[src/rtl/hfifo_pkg.sv]
// Shared types for the phase-aware host FIFO.
package hfifo_pkg;
    // Transfer phase as driven by the controller core.
    typedef enum logic [1:0] {
        PH_CMD   = 2'd0,
        PH_EXEC  = 2'd1,
        PH_RES   = 2'd2,
        PH_SPARE = 2'd3
    } phase_e;
endpackage

[src/rtl/hf_store.sv]
// Byte storage ring with fill counter.
// Assumes the caller never pushes when full or pops when empty.
// A flush takes priority over push and pop.
module hf_store #(
    parameter int DW    = 8,
    parameter int DEPTH = 16,
    localparam int AW   = $clog2(DEPTH),
    localparam int CW   = $clog2(DEPTH + 1)
) (
    input  logic          clk,
    input  logic          rst_n,
    input  logic          flush,
    input  logic          push,
    input  logic          pop,
    input  logic [DW-1:0] wdata,
    output logic [DW-1:0] rdata,
    output logic [CW-1:0] fill
);
    logic [DW-1:0] mem [DEPTH];
    logic [AW-1:0] wr_ptr, rd_ptr;

    function automatic logic [AW-1:0] bump(input logic [AW-1:0] p);
        return (p == AW'(DEPTH - 1)) ? '0 : p + AW'(1);
    endfunction

    // Write the incoming byte into the slot at the write pointer.
    always_ff @(posedge clk) begin
        if (push && !flush) mem[wr_ptr] <= wdata;
    end

    // Advance the pointers and the fill count, or clear them on flush.
    always_ff @(posedge clk) begin
        if (!rst_n || flush) begin
            wr_ptr <= '0;
            rd_ptr <= '0;
            fill   <= '0;
        end else begin
            if (push) wr_ptr <= bump(wr_ptr);
            if (pop)  rd_ptr <= bump(rd_ptr);
            if (push && !pop)      fill <= fill + CW'(1);
            else if (pop && !push) fill <= fill - CW'(1);
        end
    end

    assign rdata = mem[rd_ptr];
endmodule

[src/rtl/hf_status.sv]
// Combinational handshake logic: effective depth, direction and request bits,
// acceptance of host and core strokes, and the service request.
// Assumes phase is already registered and that the spare code maps to command.
module hf_status
    import hfifo_pkg::*;
#(
    parameter int DEPTH = 16,
    localparam int TW   = $clog2(DEPTH),
    localparam int CW   = $clog2(DEPTH + 1)
) (
    input  phase_e        phase,
    input  logic          dir_out,
    input  logic          en,
    input  logic [TW-1:0] thr,
    input  logic [CW-1:0] fill,
    input  logic          host_wr,
    input  logic          host_rd,
    input  logic          core_push,
    input  logic          core_pop,
    output logic          rqm,
    output logic          dio,
    output logic          push,
    output logic          pop,
    output logic          sel_host,
    output logic          rd_take,
    output logic          wr_reject,
    output logic          rd_reject,
    output logic          svc,
    output logic          core_avail,
    output logic          core_space
);
    logic [CW-1:0] cap, level, room;
    logic          has_room, has_data, wr_take, cpush_take, cpop_take, in_exec;

    // Work out the usable depth, direction and raw fill conditions.
    always_comb begin
        in_exec  = (phase == PH_EXEC);
        cap      = (en && in_exec) ? CW'(DEPTH) : CW'(1);
        dio      = (phase == PH_RES) || (in_exec && dir_out);
        has_room = (fill < cap);
        has_data = (fill != '0);
        rqm      = dio ? has_data : has_room;
    end

    // Decide which strokes are accepted and which are rejected.
    always_comb begin
        wr_take    = host_wr && rqm && !dio;
        rd_take    = host_rd && rqm && dio;
        wr_reject  = host_wr && !wr_take;
        rd_reject  = host_rd && !rd_take;
        cpush_take = core_push && dio && has_room;
        cpop_take  = core_pop && !dio && has_data;
        push       = wr_take || cpush_take;
        pop        = rd_take || cpop_take;
        sel_host   = !dio;
        core_avail = !dio && has_data;
        core_space = dio && has_room;
    end

    // Raise the execution-phase service request at the threshold.
    always_comb begin
        level = CW'(thr) + CW'(1);
        room  = CW'(DEPTH) - fill;
        if (!in_exec)  svc = 1'b0;
        else if (!en)  svc = rqm;
        else if (dio)  svc = (fill >= level);
        else           svc = (room >= level);
    end
endmodule

[src/rtl/phased_host_fifo.sv]
// Top level of the phase-aware host FIFO. Registers the phase and the
// configuration, flushes on a phase change, keeps the host read byte and
// the sticky error flags. Assumes a synchronous active-low reset.
module phased_host_fifo
    import hfifo_pkg::*;
#(
    parameter int DW    = 8,
    parameter int DEPTH = 16,
    localparam int TW   = $clog2(DEPTH),
    localparam int CW   = $clog2(DEPTH + 1)
) (
    input  logic          clk,
    input  logic          rst_n,
    input  logic [1:0]    phase_i,
    input  logic          xfer_dir_i,
    input  logic          cfg_wr_i,
    input  logic          cfg_fifo_en_i,
    input  logic [TW-1:0] cfg_thresh_i,
    input  logic          host_wr_i,
    input  logic [DW-1:0] host_wdata_i,
    input  logic          host_rd_i,
    output logic [DW-1:0] host_rdata_o,
    input  logic          core_push_i,
    input  logic [DW-1:0] core_wdata_i,
    input  logic          core_pop_i,
    output logic [DW-1:0] core_rdata_o,
    output logic          core_avail_o,
    output logic          core_space_o,
    output logic          rqm_o,
    output logic          dio_o,
    output logic          svc_req_o,
    output logic          overrun_o,
    output logic          underrun_o
);
    phase_e        phase_q, phase_n;
    logic          en_q;
    logic [TW-1:0] thr_q;
    logic [CW-1:0] fill;
    logic          flush, push, pop, sel_host, rd_take, wr_reject, rd_reject;
    logic [DW-1:0] head;

    // Map the spare phase code onto command and detect a phase change.
    always_comb begin
        phase_n = (phase_i == 2'd3) ? PH_CMD : phase_e'(phase_i);
        flush   = (phase_n != phase_q);
    end

    // Track the phase one cycle behind the input.
    always_ff @(posedge clk) begin
        if (!rst_n) phase_q <= PH_CMD;
        else        phase_q <= phase_n;
    end

    // Load enable and threshold only on the configure strobe.
    always_ff @(posedge clk) begin
        if (!rst_n) begin
            en_q  <= 1'b0;
            thr_q <= '0;
        end else if (cfg_wr_i) begin
            en_q  <= cfg_fifo_en_i;
            thr_q <= cfg_thresh_i;
        end
    end

    // Capture the head byte on an accepted host read.
    always_ff @(posedge clk) begin
        if (!rst_n)       host_rdata_o <= '0;
        else if (rd_take) host_rdata_o <= head;
    end

    // Keep the sticky overrun and underrun flags.
    always_ff @(posedge clk) begin
        if (!rst_n) begin
            overrun_o  <= 1'b0;
            underrun_o <= 1'b0;
        end else begin
            if (wr_reject) overrun_o  <= 1'b1;
            if (rd_reject) underrun_o <= 1'b1;
        end
    end

    hf_status #(.DEPTH(DEPTH)) u_status (
        .phase      (phase_q),
        .dir_out    (xfer_dir_i),
        .en         (en_q),
        .thr        (thr_q),
        .fill       (fill),
        .host_wr    (host_wr_i),
        .host_rd    (host_rd_i),
        .core_push  (core_push_i),
        .core_pop   (core_pop_i),
        .rqm        (rqm_o),
        .dio        (dio_o),
        .push       (push),
        .pop        (pop),
        .sel_host   (sel_host),
        .rd_take    (rd_take),
        .wr_reject  (wr_reject),
        .rd_reject  (rd_reject),
        .svc        (svc_req_o),
        .core_avail (core_avail_o),
        .core_space (core_space_o)
    );

    hf_store #(.DW(DW), .DEPTH(DEPTH)) u_store (
        .clk   (clk),
        .rst_n (rst_n),
        .flush (flush),
        .push  (push),
        .pop   (pop),
        .wdata (sel_host ? host_wdata_i : core_wdata_i),
        .rdata (head),
        .fill  (fill)
    );

    assign core_rdata_o = head;
endmodule

[config.mk]
export PLATFORM = sky130hd
export DESIGN_NAME = phased_host_fifo
export DESIGN_NICKNAME = d
export VERILOG_FILES = /design/src/rtl/hfifo_pkg.sv /design/src/rtl/hf_store.sv /design/src/rtl/hf_status.sv /design/src/rtl/phased_host_fifo.sv
export SDC_FILE = /design/constraint.sdc
export NUM_CORES = 1
export LEC_CHECK = 0
export BUFFER_PORTS_ARGS = -buffer_cell sky130_fd_sc_hd__buf_2
export CAP_MARGIN = 0
export CORE_ASPECT_RATIO = 1.25
export CORE_MARGIN = 1
export CORE_UTILIZATION = 62
export CTS_BUF_LIST = sky130_fd_sc_hd__clkbuf_2 sky130_fd_sc_hd__clkbuf_4 sky130_fd_sc_hd__clkbuf_8
export DETAILED_ROUTE_END_ITERATION = 10
export PLACE_DENSITY = 0.91
export SLEW_MARGIN = 20
export SYNTH_ARGS = -nofsm -noshare
export SYNTH_HDL_FRONTEND = slang
export SYNTH_SLANG_ARGS = --single-unit
[constraint.sdc]
create_clock -name clk -period 5.45 [get_ports clk]
set_input_delay 0.2725 -clock clk [delete_from_list [all_inputs] [get_ports clk]]
set_output_delay 0.2725 -clock clk [all_outputs]
set_load 0.1 [all_outputs]
=== After elaboration in Yosys (flattened, before gate mapping) ===
Memory sizes are Yosys's and may differ from the RTL's. A register that Yosys moved wholly into a read port is not among the register bits.
Cells that the tools add are included.

* Output and inout bits: 23
* Memories kept: 1
* Logic and storage cells: 70
* Bits in read-only memories: 0
* Flip-flop bits (word level): 30
* Bits in latches: 0
* Bits in writable memories: 128

{| class="wikitable"
|+ Memory list
! memory !! words !! bits a word !! read ports !! clocked after memory_dff !! write ports !! RTL line !! text
|-
| u_store.mem || 16 || 8 || 1 || 1 || 1 || hf_store.sv:19 || <nowiki>logic [DW-1:0] mem [DEPTH];</nowiki>
|}

* Multiplexer cells: 15
* Order comparisons: 3
* Shifts and indexed selects: 0
* Divide/modulo/power cells: 0
* $add $sub $neg: 6
* Reduce and logical (&&, ||, !) cells: 30
* Bitwise logic cells: 0
* Equality and inequality tests: 6
* $mul: 0

{| class="wikitable"
|+ Operator list
! kind !! number
|-
| logical AND 1 bit || 17
|-
| 2-to-1 mux 4 bit || 4
|-
| 2-to-1 mux 5 bit || 3
|-
| greater-or-equal comparator 5 bit || 2
|-
| adder 4 x 1 -> 4 bit (second input constant) || 2
|-
| == test 4 bit (second input constant) || 2
|-
| 2-to-1 mux 8 bit || 1
|-
| logical NOT 1 bit || 7
|-
| 2-to-1 mux 1 bit || 6
|-
| adder 4 x 1 -> 5 bit (second input constant) || 1
|-
| adder 5 x 1 -> 5 bit (second input constant) || 1
|-
| less-than comparator 5 bit || 1
|-
| nonzero test 5 bit || 1
|-
| subtractor 5 x 1 -> 5 bit (second input constant) || 1
|-
| subtractor 5 bit (first input constant) || 1
|-
| == test 2 bit (second input constant) || 2
|-
| logical OR 1 bit || 4
|-
| == test 2 x 1 -> 1 bit (second input constant) || 1
|-
| 2-to-1 mux 2 bit || 1
|-
| != test 2 bit || 1
|-
| nonzero test 2 bit || 1
|}

=== Depth between registers and ports, before layout ===
* Depth after elaboration: 12
* Mapped depth: 15
* Mapped depth without buffers: 14

=== Cells and area by module ===
From an unflattened synthesis, not the netlist that was laid out.

* Cells, all modules: 433
* Area total of the unflattened synthesis: 7019.2 um^2

{| class="wikitable"
|+ By module, submodules not included
! module !! times used !! area each (um^2) !! cells an instance
|-
| hf_store || 1 || 5823.1 || 310
|-
| phased_host_fifo || 1 || 780.7 || 65
|-
| hf_status || 1 || 415.4 || 58
|}

=== Least setup slack after synthesis ===
No wires, ideal clock.

* Path type: reg2out
* Start: register u_store.fill[0]
* End: output svc_req_o
* Data required time: 5178 ps
* Data arrival time: 6189 ps
* Buffers on the path: 0
* Setup slack: -1011 ps
* Stages on the path, launching flop included: 10
* Cell sequence: dfxtp_1 > inv_1 > ha_1 > xnor2_1 > ha_1 > nand2_1 > o21ai_0 > a21o_1 > a211oi_1 > a2111oi_0

* Cells in the longest elaborated chain, start to end: 5
* Elaborated cells on any way between the ends: 9

{| class="wikitable"
|+ Ends and longest elaborated chain
! element !! RTL line !! text
|-
| start, declared || hf_store.sv:17 || <nowiki>output logic [CW-1:0] fill</nowiki>
|-
| start signal, assigned || hf_store.sv:40 || <nowiki>if (push && !pop) fill <= fill + CW'(1);</nowiki>
|-
| start signal, assigned || hf_store.sv:41 || <nowiki>else if (pop && !push) fill <= fill - CW'(1);</nowiki>
|-
| subtractor 5 bit || hf_status.sv:63 || <nowiki>room = CW'(DEPTH) - fill;</nowiki>
|-
| greater-or-equal comparator 5 bit || hf_status.sv:67 || <nowiki>else svc = (room >= level);</nowiki>
|-
| 2-to-1 mux 1 bit || hf_status.sv:66 || <nowiki>else if (dio) svc = (fill >= level);</nowiki>
|-
| 2-to-1 mux 1 bit (*) || hf_status.sv:65 || <nowiki>else if (!en) svc = rqm;</nowiki>
|-
| 2-to-1 mux 1 bit (*) || hf_status.sv:64 || <nowiki>if (!in_exec) svc = 1'b0;</nowiki>
|-
| end, declared || phased_host_fifo.sv:31 || <nowiki>output logic svc_req_o,</nowiki>
|}

Mark *: on every way between the ends. The rest lies on a longest branch, timed or not.

=== Worst setup path after layout ===
* Start: register u_store.fill[0]
* End: register u_store.fill[4]

* Cells in the longest elaborated chain, start to end: 8
* Elaborated cells on any way between the ends: 20

{| class="wikitable"
|+ Ends and longest elaborated chain
! element !! RTL line !! text
|-
| less-than comparator 5 bit / nonzero test 5 bit (equally long branches) || hf_status.sv:40, hf_status.sv:41 ||
|-
| 2-to-1 mux 1 bit || hf_status.sv:42 || <nowiki>rqm = dio ? has_data : has_room;</nowiki>
|-
| logical AND 1 bit (on tied branches) (2 in a row) || hf_status.sv:48, hf_status.sv:47 ||
|-
| logical OR 1 bit (on tied branches) || hf_status.sv:54, hf_status.sv:53 ||
|-
| logical NOT 1 bit (on tied branches) || hf_store.sv:40, hf_store.sv:41 ||
|-
| logical AND 1 bit (on tied branches) || hf_store.sv:40, hf_store.sv:41 ||
|-
| 2-to-1 mux 5 bit / nonzero test 2 bit (equally long branches) || -- ||
|}

Several ways; a longest one is shown, not always the timed one. The select of a mux whose other input is x is not followed.
A chain may end at the register's enable or synchronous reset.

==> summary.md <==
| Metric | Value |
|---|---|
| Status | complete, no violations |
| Kind of critical path | reg2reg |
| Number of antenna violations at the first check in global routing | 0 |
| Clk_lat worst skew | 0.44 ns |
| Final nets | 574 |
| Area contributors post-synth | edfxtp_1, mux4_1, dfxtp_1 |
| Hold Path Sink | thr_q[0] |
| EDFF count, synth | 128 |
| Syn avg cell area | 15.49 µm² |
| Final Hold Viols | 0 |
| Pins Over Slew Limit | 0 |
| # IOs | 54 |
| Cell row count | 43 |
| Share of the synthesized area in the top cell type | 0.5312 |
| Post-synthesis cell count | 467 |
| Cell-internal power | 2.381 mW |
| Yosys Warn Count | 0 |
| Reg2Reg Depth | 14 |
| Vias/cell | 6.326 |
| Ys flop type | edfxtp_1 |
| Total Power | 3.876 mW |
| Worst R2R End | u_store.fill[4] |
| Flops & latches, synth | 162 |
| Detail Placement HPWL | 9594 µm |
| CTS tree | done |
| Die H | 122.8 µm |
| Die span in x | 98.63 µm |
| Fin worst setup slack | 1.849 ns |
| Hold buffers post-CTS | 0 |
| TritonCTS Sinks | 162 |
| Unrepaired setup endpoints after global routing | no |
| Vias in the first global route | 4192 |
| Setup Buffers After CTS | 0 |
| Post-DRT Antenna Nets | 0 |
| Fmax | 277.7 MHz |
| Distinct cells, synth | 46 |
| Layout cell share with drive strength beyond 1 | 0.2195 |
| Core ar. | 11240 µm² |
| Ys async rst share | 0 |
| Period utilization | 0.6608 |
| Final setup fails | 0 |
| Syn-to-layout area delta | 10.69% |
| Root buf cell | clkbuf_8 |
| GR Util All Layers | 0.2577 |
| Crit end category | register |
| Most frequent cells in the layout | edfxtp_1, buf_2, nand2_1, dfxtp_1, mux4_1 |
| R2R Setup Slk | 1.85 ns |
| Worst-path maximum fanout | 8 |
| Routed len/inst | 21.68 µm |
| Final GP Congestion | 0.8670 |
| Synth area leader | edfxtp_1 |
| WHS Path Cells | 3 |
| Clk network pwr share | 0.243 |
| Initial Util | 0.6435 |
| Number of port buffers | 53 |
| RR Startpoint | u_store.fill[0] |
| Synthesized area | 7236 µm² |
| Combinational share of power | 0.377 |
| Clk slew on worst S/H paths | 0.09 ns |
| Die area | 12110 µm² |
| Pre-antenna DRT Iters | 7 |
| Clk buf depth | 2 |
| Slew @ Worst Pin | 0.8767 ns |
| Max-slew headroom | 0.4134 |
| Switching Share | 0.3858 |
| Seq/Total Area, Yosys | 0.6253 |
| Routed wire length | 14480 µm |
| PD cells | 484.0 nW/µm² |
| Largest net degree at the start of global routing | 33 |
| Setup tns final | 0 ns |
| HP Start | cfg_thresh_i[0] |
| Startpoint Class | register |
| Switch Pwr | 1.495 mW |
| Max-cap violation count | 0 |
| Worst Hold Class | in2reg |
| Skew final | 0.01325 ns |
| Cts bufs inserted | 17 |
| H-tree depth | 4 |
| Post_cts resized | 0 |
| Worst vdd ir | 0.4337 mV |
| CP required | 5.82 ns |
| Setup slack at placement | 1.557 ns |
| Initial DRC count | 282 |
| Residual DRC count | 0 |
| GR Overflow Total | 0 |
| Mapped Nets | 521 |
| Worst EP arrival | 3.97 ns |
| Via count | 4226 |
| Fillers | 691 |
| Sequential share of power | 0.380 |
| ANT cells | 0 |
| Fin crit period | 3.601 ns |
| Most common cell after layout, fill and taps aside | edfxtp_1 |
| First-pass GRT wire length | 22330 µm |
| Leakage | 2.937 nW |
## cells in the mapped netlist (9+ instances only)
library cell,n
edfxtp_1,128
dfxtp_1,34
and2_1,12
mux4_1,32
inv_1,18
nand2_1,48
a21oi_1,12
a22oi_1,9
ha_1,22
nor2_1,19
mux2i_1,11
nor2b_1,9
mux2_2,24
## flip-flops by register name (all words and copies together) (netlist names), named ones only
name            flops
u_store.fill        5
u_store.wr_ptr      4
u_store.mem       128
en_q                1
host_rdata_o        8
thr_q               4
underrun_o          1
overrun_o           1
u_store.rd_ptr      4
phase_q             2
## power by group through the flow
| stage | clock network [mW] | logic (mW) | registers, mW |
|---|---|---|---|
| final | 0.942 | 1.46 | 1.47 |
| after global placement | 0 | 1.38 | 1.49 |
| after detailed placement | 0 | 1.43 | 1.50 |
| after global routing | 0.997 | 1.57 | 1.48 |
| after CTS | 0.947 | 1.46 | 1.47 |
| after floorplan | 0 | 1.13 | 1.54 |
## cell type report
type                    instances  area (µm²)  area share
clock inverters                13       183.9     0.02297
flip-flops and latches        162        4524      0.5649
multi-input cells             265        2527      0.3156
well taps                     135       168.9     0.02109
repair buffers                 56       287.8     0.03593
clock buffers                  19       249.0     0.03109
inverters                      18       67.56    0.008436
## per-layer routing
metal,track usage,vias to the layer above,share of wire
met5,0,-,0
met4,0.1119,0,0.028
met3,0.04954,34,0.049
met2,0.4657,172,0.53
met1,0.3014,2115,0.39
li1,-,1905,-
## worst max-delay path by stage
stage / startpoint / end / slack [ns] / cells after the start
after floorplan: u_store.fill[0] / svc_req_o / 0.34 / 9
after global routing: phase_q[0] / u_store.fill[4] / 1.56 / 13
after global placement: phase_q[0] / u_store.fill[4] / 1.83 / 13
after CTS: phase_q[0] / u_store.fill[4] / 1.53 / 13
final: u_store.fill[0] / u_store.fill[4] / 1.85 / 14
after detailed placement: phase_q[0] / u_store.fill[4] / 1.56 / 13
## stage by stage
| stage | cell area [µm²] | cells | hold WS, ns | utilization |
|---|---|---|---|---|
| detailed placement | 7571 | 636 | 0.4349 | 0.6733 |
| floorplan | 7237 | 467 | 0.4241 | - |
| CTS | 8004 | 668 | 0.06861 | 0.7118 |
| global placement | 7571 | 636 | 0.4188 | 0.6733 |
| finish | 8009 | 668 | 0.09017 | 0.7123 |
| global route | 8009 | 668 | 0.07764 | 0.7123 |
## kinds of logic (layout without fill, tap and decap cells)
logic type / after synthesis / after routing / share of synthesized area
compound gates: 45 / 45 / 0.04081
xor+xnor: 9 / 9 / 0.01089
fa+ha+maj: 23 / 23 / 0.04081
buf+inv: 40 / 106 / 0.02628
flops: 162 / 162 / 0.6253
mux: 67 / 67 / 0.1688
simple gates: 121 / 121 / 0.08715
## critical path: stages, from the launching register on
cell     delay (ns)
dfxtp_1        0.48
inv_1          0.12
ha_1           0.23
nor3b_1        0.14
ha_1           0.28
a21oi_1        0.59
inv_1          0.10
ha_1           0.24
inv_1          0.14
ha_1           0.29
a21o_1         0.20
a21oi_1        0.17
xnor2_1        0.11
or3_1          0.31
a21oi_1        0.14
Power figures use the tool's default switching activity.
